--- src/rtl/pet_pkg.sv ---
package pet_pkg;
  // Pulse tracker states: waiting for a crossing, climbing the edge,
  // waiting for the signal to drop below threshold after a report.
  typedef enum logic [1:0] {
    ST_ARMED = 2'd0,
    ST_RISE  = 2'd1,
    ST_HOLD  = 2'd2
  } trk_state_e;
endpackage

--- src/rtl/sample_hist.sv ---
// Sample history: stage 0 keeps the full sample (peak amplitude), deeper
// stages keep only the table key bits of older samples.
module sample_hist #(
  parameter int SMP_W = 10,
  parameter int KEY_W = 8,
  parameter int DEPTH = 3
) (
  input  logic                        clk,
  input  logic                        rst_n,
  input  logic                        shift_en,
  input  logic [SMP_W-1:0]            din,
  output logic [SMP_W-1:0]            newest,
  output logic [DEPTH-1:1][KEY_W-1:0] keys
);
  always_ff @(posedge clk) begin
    if (!rst_n)        newest <= '0;
    else if (shift_en) newest <= din;
  end

  for (genvar g = 1; g < DEPTH; g++) begin : g_stage
    logic [KEY_W-1:0] stage_in;
    if (g == 1) begin : g_first
      assign stage_in = newest[SMP_W-1 -: KEY_W];
    end else begin : g_next
      assign stage_in = keys[g-1];
    end
    always_ff @(posedge clk) begin
      if (!rst_n)        keys[g] <= '0;
      else if (shift_en) keys[g] <= stage_in;
    end
  end
endmodule

--- src/rtl/pulse_tracker.sv ---
// Threshold crossing, peak search and re-arm control.
module pulse_tracker import pet_pkg::*; #(
  parameter int SMP_W    = 10,
  parameter int MIN_RISE = 2
) (
  input  logic             clk,
  input  logic             rst_n,
  input  logic             in_valid,
  input  logic [SMP_W-1:0] in_sample,
  input  logic [SMP_W-1:0] thr,
  output logic             start_evt,
  output logic             confirm,
  output logic             lead_ok
);
  localparam int RC_W = $clog2(MIN_RISE + 1);

  trk_state_e       state;
  logic [SMP_W-1:0] cand;
  logic [RC_W-1:0]  rise_cnt;
  logic             rising;

  always_comb begin
    start_evt = in_valid && (state == ST_ARMED) && (in_sample > thr);
    rising    = in_valid && (state == ST_RISE) && (in_sample > cand);
    confirm   = in_valid && (state == ST_RISE) && (in_sample <= cand);
    lead_ok   = (rise_cnt >= RC_W'(MIN_RISE));
  end

  always_ff @(posedge clk) begin
    if (!rst_n) begin
      state    <= ST_ARMED;
      cand     <= '0;
      rise_cnt <= '0;
    end else begin
      case (state)
        ST_ARMED: if (start_evt) begin
          state    <= ST_RISE;
          cand     <= in_sample;
          rise_cnt <= '0;
        end
        ST_RISE: begin
          if (rising) begin
            cand <= in_sample;
            if (rise_cnt < RC_W'(MIN_RISE)) rise_cnt <= rise_cnt + 1'b1;
          end
          if (confirm) state <= (in_sample < thr) ? ST_ARMED : ST_HOLD;
        end
        ST_HOLD: if (in_valid && (in_sample < thr)) state <= ST_ARMED;
        default: state <= ST_ARMED;
      endcase
    end
  end
endmodule

--- src/rtl/edge_lut.sv ---
// Phase table addressed by {earlier key, later key}; contents are a
// function of the address, so no stored image is needed.
module edge_lut #(
  parameter int KEY_W  = 8,
  parameter int FINE_W = 6
) (
  input  logic [KEY_W-1:0]  key_early,
  input  logic [KEY_W-1:0]  key_late,
  output logic [FINE_W-1:0] code
);
  localparam int NUM_W = KEY_W + FINE_W;
  localparam logic [NUM_W-1:0] MAXC = NUM_W'((1 << FINE_W) - 1);

  function automatic logic [FINE_W-1:0] phase_code(
    input logic [KEY_W-1:0] e, input logic [KEY_W-1:0] l);
    logic [NUM_W-1:0] num, den, q;
    if (l == '0) return '0;
    num = {e, {FINE_W{1'b0}}};
    den = {{FINE_W{1'b0}}, l};
    q   = num / den;
    if (q > MAXC) return '1;
    return q[FINE_W-1:0];
  endfunction

  assign code = phase_code(key_early, key_late);
endmodule

--- src/rtl/pulse_edge_timer.sv ---
module pulse_edge_timer import pet_pkg::*; #(
  parameter int SMP_W  = 10,
  parameter int KEY_W  = 8,
  parameter int FINE_W = 6,
  parameter int CNT_W  = 16
) (
  input  logic              clk,
  input  logic              rst_n,
  input  logic              in_valid,
  input  logic [SMP_W-1:0]  in_sample,
  input  logic [SMP_W-1:0]  thr,
  output logic              out_valid,
  output logic              out_ok,
  output logic [CNT_W-1:0]  out_coarse,
  output logic [FINE_W-1:0] out_fine,
  output logic [SMP_W-1:0]  out_peak
);
  localparam int HIST_D   = 3;
  localparam int MIN_RISE = 2;

  logic                        start_evt, confirm, lead_ok;
  logic [CNT_W-1:0]            smp_cnt;
  logic [SMP_W-1:0]            peak_smp;
  logic [HIST_D-1:1][KEY_W-1:0] pre_keys;
  logic [FINE_W-1:0]           phase;

  // The current sample confirms the peak; the peak sits one index back and
  // the earlier pre-peak sample three indices back.
  function automatic logic [CNT_W-1:0] coarse_of(input logic [CNT_W-1:0] c);
    return c - CNT_W'(HIST_D);
  endfunction

  pulse_tracker #(.SMP_W(SMP_W), .MIN_RISE(MIN_RISE)) u_trk (
    .clk(clk), .rst_n(rst_n), .in_valid(in_valid), .in_sample(in_sample),
    .thr(thr), .start_evt(start_evt), .confirm(confirm), .lead_ok(lead_ok)
  );

  sample_hist #(.SMP_W(SMP_W), .KEY_W(KEY_W), .DEPTH(HIST_D)) u_hist (
    .clk(clk), .rst_n(rst_n), .shift_en(in_valid), .din(in_sample),
    .newest(peak_smp), .keys(pre_keys)
  );

  edge_lut #(.KEY_W(KEY_W), .FINE_W(FINE_W)) u_lut (
    .key_early(pre_keys[2]), .key_late(pre_keys[1]), .code(phase)
  );

  always_ff @(posedge clk) begin
    if (!rst_n)        smp_cnt <= '0;
    else if (in_valid) smp_cnt <= smp_cnt + 1'b1;
  end

  always_ff @(posedge clk) begin
    if (!rst_n) begin
      out_valid  <= 1'b0;
      out_ok     <= 1'b0;
      out_coarse <= '0;
      out_fine   <= '0;
      out_peak   <= '0;
    end else begin
      out_valid <= confirm;
      if (confirm) begin
        out_ok     <= lead_ok;
        out_fine   <= lead_ok ? phase : '0;
        out_peak   <= peak_smp;
        out_coarse <= coarse_of(smp_cnt);
      end
    end
  end
endmodule

--- config.mk ---
export PLATFORM = sky130hd
export DESIGN_NAME = pulse_edge_timer
export DESIGN_NICKNAME = d
export VERILOG_FILES = /design/src/rtl/pet_pkg.sv /design/src/rtl/sample_hist.sv /design/src/rtl/pulse_tracker.sv /design/src/rtl/edge_lut.sv /design/src/rtl/pulse_edge_timer.sv
export SDC_FILE = /design/constraint.sdc
export NUM_CORES = 1
export LEC_CHECK = 0
export BUFFER_PORTS_ARGS = -buffer_cell sky130_fd_sc_hd__buf_2
export CAP_MARGIN = 40
export CELL_PAD_IN_SITES_DETAIL_PLACEMENT = 1
export CELL_PAD_IN_SITES_GLOBAL_PLACEMENT = 1
export CORE_MARGIN = 3
export CORE_UTILIZATION = 51
export DETAILED_ROUTE_END_ITERATION = 8
export PLACE_DENSITY = 0.89
export SLEW_MARGIN = 20
export SYNTH_ARGS = -nofsm -noshare
export SYNTH_HDL_FRONTEND = slang
export SYNTH_SLANG_ARGS = --single-unit
--- constraint.sdc ---
create_clock -name clk -period 61.6 [get_ports clk]
set_input_delay 6.16 -clock clk [delete_from_list [all_inputs] [get_ports clk]]
set_output_delay 6.16 -clock clk [all_outputs]
set_load 0.02 [all_outputs]
==> results by group <==
Die
  – IO Pins: 57
  – Chip height: ~140 um
  – FP Rows: 47
  – Die W: roughly 140 um
  – Core area: approximately 17000 um2
  – Initial core utilization: 0.525
  – Die footprint: between 15000 and 20000 um2

Drt
  – Via count: about 8300
  – DRT antenna net count: 0
  – Starting DRC count in detailed routing: ~500
  – Average routed wire per standard cell: roughly 20 um
  – DR DRC count: 0
  – Routed WL: ~26000 um
  – Avg Vias per Cell: 6.17
  – DR pass1 iterations: 5

STA
  – Setup TNS: 0 ns
  – Final worst path period share: 0.442
  – Worst setup margin: ~34 ns
  – Final setup fails: 0
  – Skew final: between 0.006 and 0.007 ns
  – Tmin final: 27.23 ns
  – Slew Limit Fails: 0
  – RSZ-0062 raised after global routing: no
  – Final Hold Fails: 0
  – F_max: ~37 MHz
  – Slew at the pin with the worst max-slew slack: 0.850 ns
  – Rel. slew slack: 0.419

Yosys
  – Unique cell type count in the Yosys netlist: about 90
  – Cells after synthesis: 1093
  – Synthesized cell area: around 8800 um2
  – Syn Nets: about 1200
  – Area share of the largest cell type after synthesis: 0.205
  – Async set-or-reset flop fraction in the synthesized netlist: 0
  – #FFs+latches synth: 90
  – Synth cell count leaders: 102 x nand2_1, 101 x ha_1, 90 x dfxtp_1, 74 x nor2_1, 57 x a21oi_1
  – Most numerous cell in the Yosys netlist: nand2_1
  – Top cells by area, synth: dfxtp_1 20%, ha_1 14%, mux2i_1 5.1%, xnor2_1 5.0%, nand2_1 4.3%
  – EDFF count, synth: 0
  – Avg Cell Area, Syn: roughly 8.1 um2
  – Top FF cell, synth: dfxtp_1
  – Cell accounting for the most synthesized area: dfxtp_1
  – Post-synthesis sequential area ratio: 0.205
  – Synth warn: 0

Finish
  – Antenna diodes: 0
  – Nets: approximately 1200
  – Layout area overhead: 7.53%
  – Fraction of layout cells with a size suffix above 1: 0.109
  – Util after Layout: 0.565
  – Final Instance Count excl. Fillers: 1343
  – FILL cells: a little over 2000

Worst hold path
  – Hold/Removal Path Class: flop to flop
  – Hold depth: 2
  – Hold Startpoint: out_fine[1]$_SDFFE_PN0P_
  – Endpoint, Worst Hold: out_fine[1]$_SDFFE_PN0P_

Worst setup path
  – Setup CP Type: flop to flop
  – Reg2Reg Depth: ~110
  – Worst-path fanout max: 18
  – Worst reg2reg endpoint: out_fine[0]$_SDFFE_PN0P_
  – Startpoint type of the worst setup path: flop
  – Crit-path slowest cell: dfxtp_1
  – Endpoint type of the worst setup path: flop
  – Critical Path Start: u_hist.g_stage[2].stage_in[0]$_SDFFE_PN0P_
  – WP data required: 61.84 ns
  – Worst Path Arrival: between 20 and 30 ns
  – Largest stage delay, worst path: 0.76 ns
  – Worst reg2reg startpoint: u_hist.g_stage[2].stage_in[0]$_SDFFE_PN0P_
  – Setup slack, reg-to-reg: around 34 ns
  – Cell mode on critical path: ha_1

GRT
  – Largest net degree at the start of global routing: between 90 and 100
  – GRT Util Overall: 0.279
  – Overflow after GRT: 0
  – Initial antenna violation count: 0
  – Number of global-route vias before repair: roughly 8600
  – First-pass GRT wire length: 42800 um

Placed design
  – Detailed Place HPWL: ~19000 um
  – Dpl cells: 1326
  – GPL Wtd Cong: 0.924
  – Setup WS pre-CTS: 35.14 ns
  – I/O Buffers: 56

Clock network
  – Cts bufs inserted: 9
  – CTS resizes: 0
  – Clk_lat worst skew: about 0.35 ns
  – Root Buffer: clkbuf_16
  – Htree depth: 3
  – CTS tree: built
  – CTS Sinks: 90
  – CTS clk-pin slew, worst paths: roughly 0.07 ns
  – Post-CTS setup buffers: 0
  – Hold_buf cts: 0
  – CTS Buffer Depth: 2

Status
  – Status: finished clean

Flow run
  – Max-Cap Viols: 0
## area by class of cell
cell class	instances	area, um2	share of cell area
clock inverter	5	38.8	0.00410
timing repair buffer	62	319	0.0337
multi-input combinational	904	6610	0.698
sequential	90	1800	0.190
clock buffer	11	233	0.0246
inverter	51	191	0.0202
tap	220	275	0.0291
## sequential cells by signal, summed over array words and instances (netlist names)
| signal | count |
|---|---|
| out_coarse | 16 |
| out_fine | 6 |
| out_ok | 1 |
| out_peak | 10 |
| out_valid | 1 |
| smp_cnt | 16 |
| u_hist.g_stage.stage_in | 8 |
| u_hist.keys | 8 |
| u_hist.newest | 10 |
| u_trk.cand | 10 |
| u_trk.rise_cnt | 2 |
| u_trk.state | 2 |
## metrics by stage
step,hold slack (ns),area [um2]
after global placement,0.436,9190
after detailed placement,0.454,9190
after global routing,0.482,9470
after CTS,0.461,9460
after floorplan,0.440,8810
final,0.458,9470
## critical path: cells and delay by family, from the launching register on
family,cells,cell delay (ns)
multiplexers,4,1.13
flip-flops,1,0.76
buffers and inverters,5,0.99
adder cells (fa/ha/maj),15,4.96
AO/OA/AOI/OAI,62,14.43
AND/OR/NAND/NOR,23,4.80
## kinds of logic (layout without fill, tap and decap cells)
family	after synthesis	count (layout)	synth area share
compound gates	283	283	0.229
simple gates	385	385	0.227
xor+xnor	64	64	0.0637
flops	90	90	0.205
fa+ha+maj	102	102	0.146
buf+inv	99	129	0.0450
mux	70	70	0.0847
## cell usage in the layout, fill, tap and decap left out, types with 9 or more instances in the layout
cell type,synthesis,routed
mux2_2,18,18
a21boi_0,19,19
nor2b_1,49,49
nand2b_1,14,14
a21oi_1,57,57
xor2_1,14,14
mux2i_1,45,45
nand2_1,102,102
ha_1,101,101
a21o_1,36,36
buf_2,5,57
or3_1,16,16
o21ai_0,46,46
o211ai_1,10,10
xnor2_1,50,50
nand3_1,16,16
dfxtp_1,90,90
nor2_1,74,73
clkbuf_16,0,9
nand4_1,16,16
and2_1,25,25
and3_1,9,9
o21a_1,32,32
o211a_1,18,18
nor3_1,32,32
inv_1,50,50
## worst max-delay path by stage
stage,endpoint,slack (ns),depth (start not counted)
6_report,out_fine[0]$_SDFFE_PN0P_,34.37,109
5_1_grt,out_fine[0]$_SDFFE_PN0P_,32.31,109
4_1_cts,out_fine[0]$_SDFFE_PN0P_,34.80,110
3_5_place_dp,out_fine[0]$_SDFFE_PN0P_,35.14,111
3_3_place_gp,out_fine[0]$_SDFFE_PN0P_,36.48,106
2_1_floorplan,out_fine[0]$_SDFFE_PN0P_,38.89,115
## metal layers
layer | track usage | share of wire | vias to the layer above
li1 | - | - | 3994
met1 | 0.345 | 0.44 | 4045
met2 | 0.488 | 0.49 | 182
met3 | 0.0482 | 0.038 | 67
met4 | 0.0965 | 0.030 | 0
met5 | 0 | 0 | -
Power is left out: the tool's default activity adds up to more than one toggle a clock period on the data nets, which glitch-free logic cannot reach.
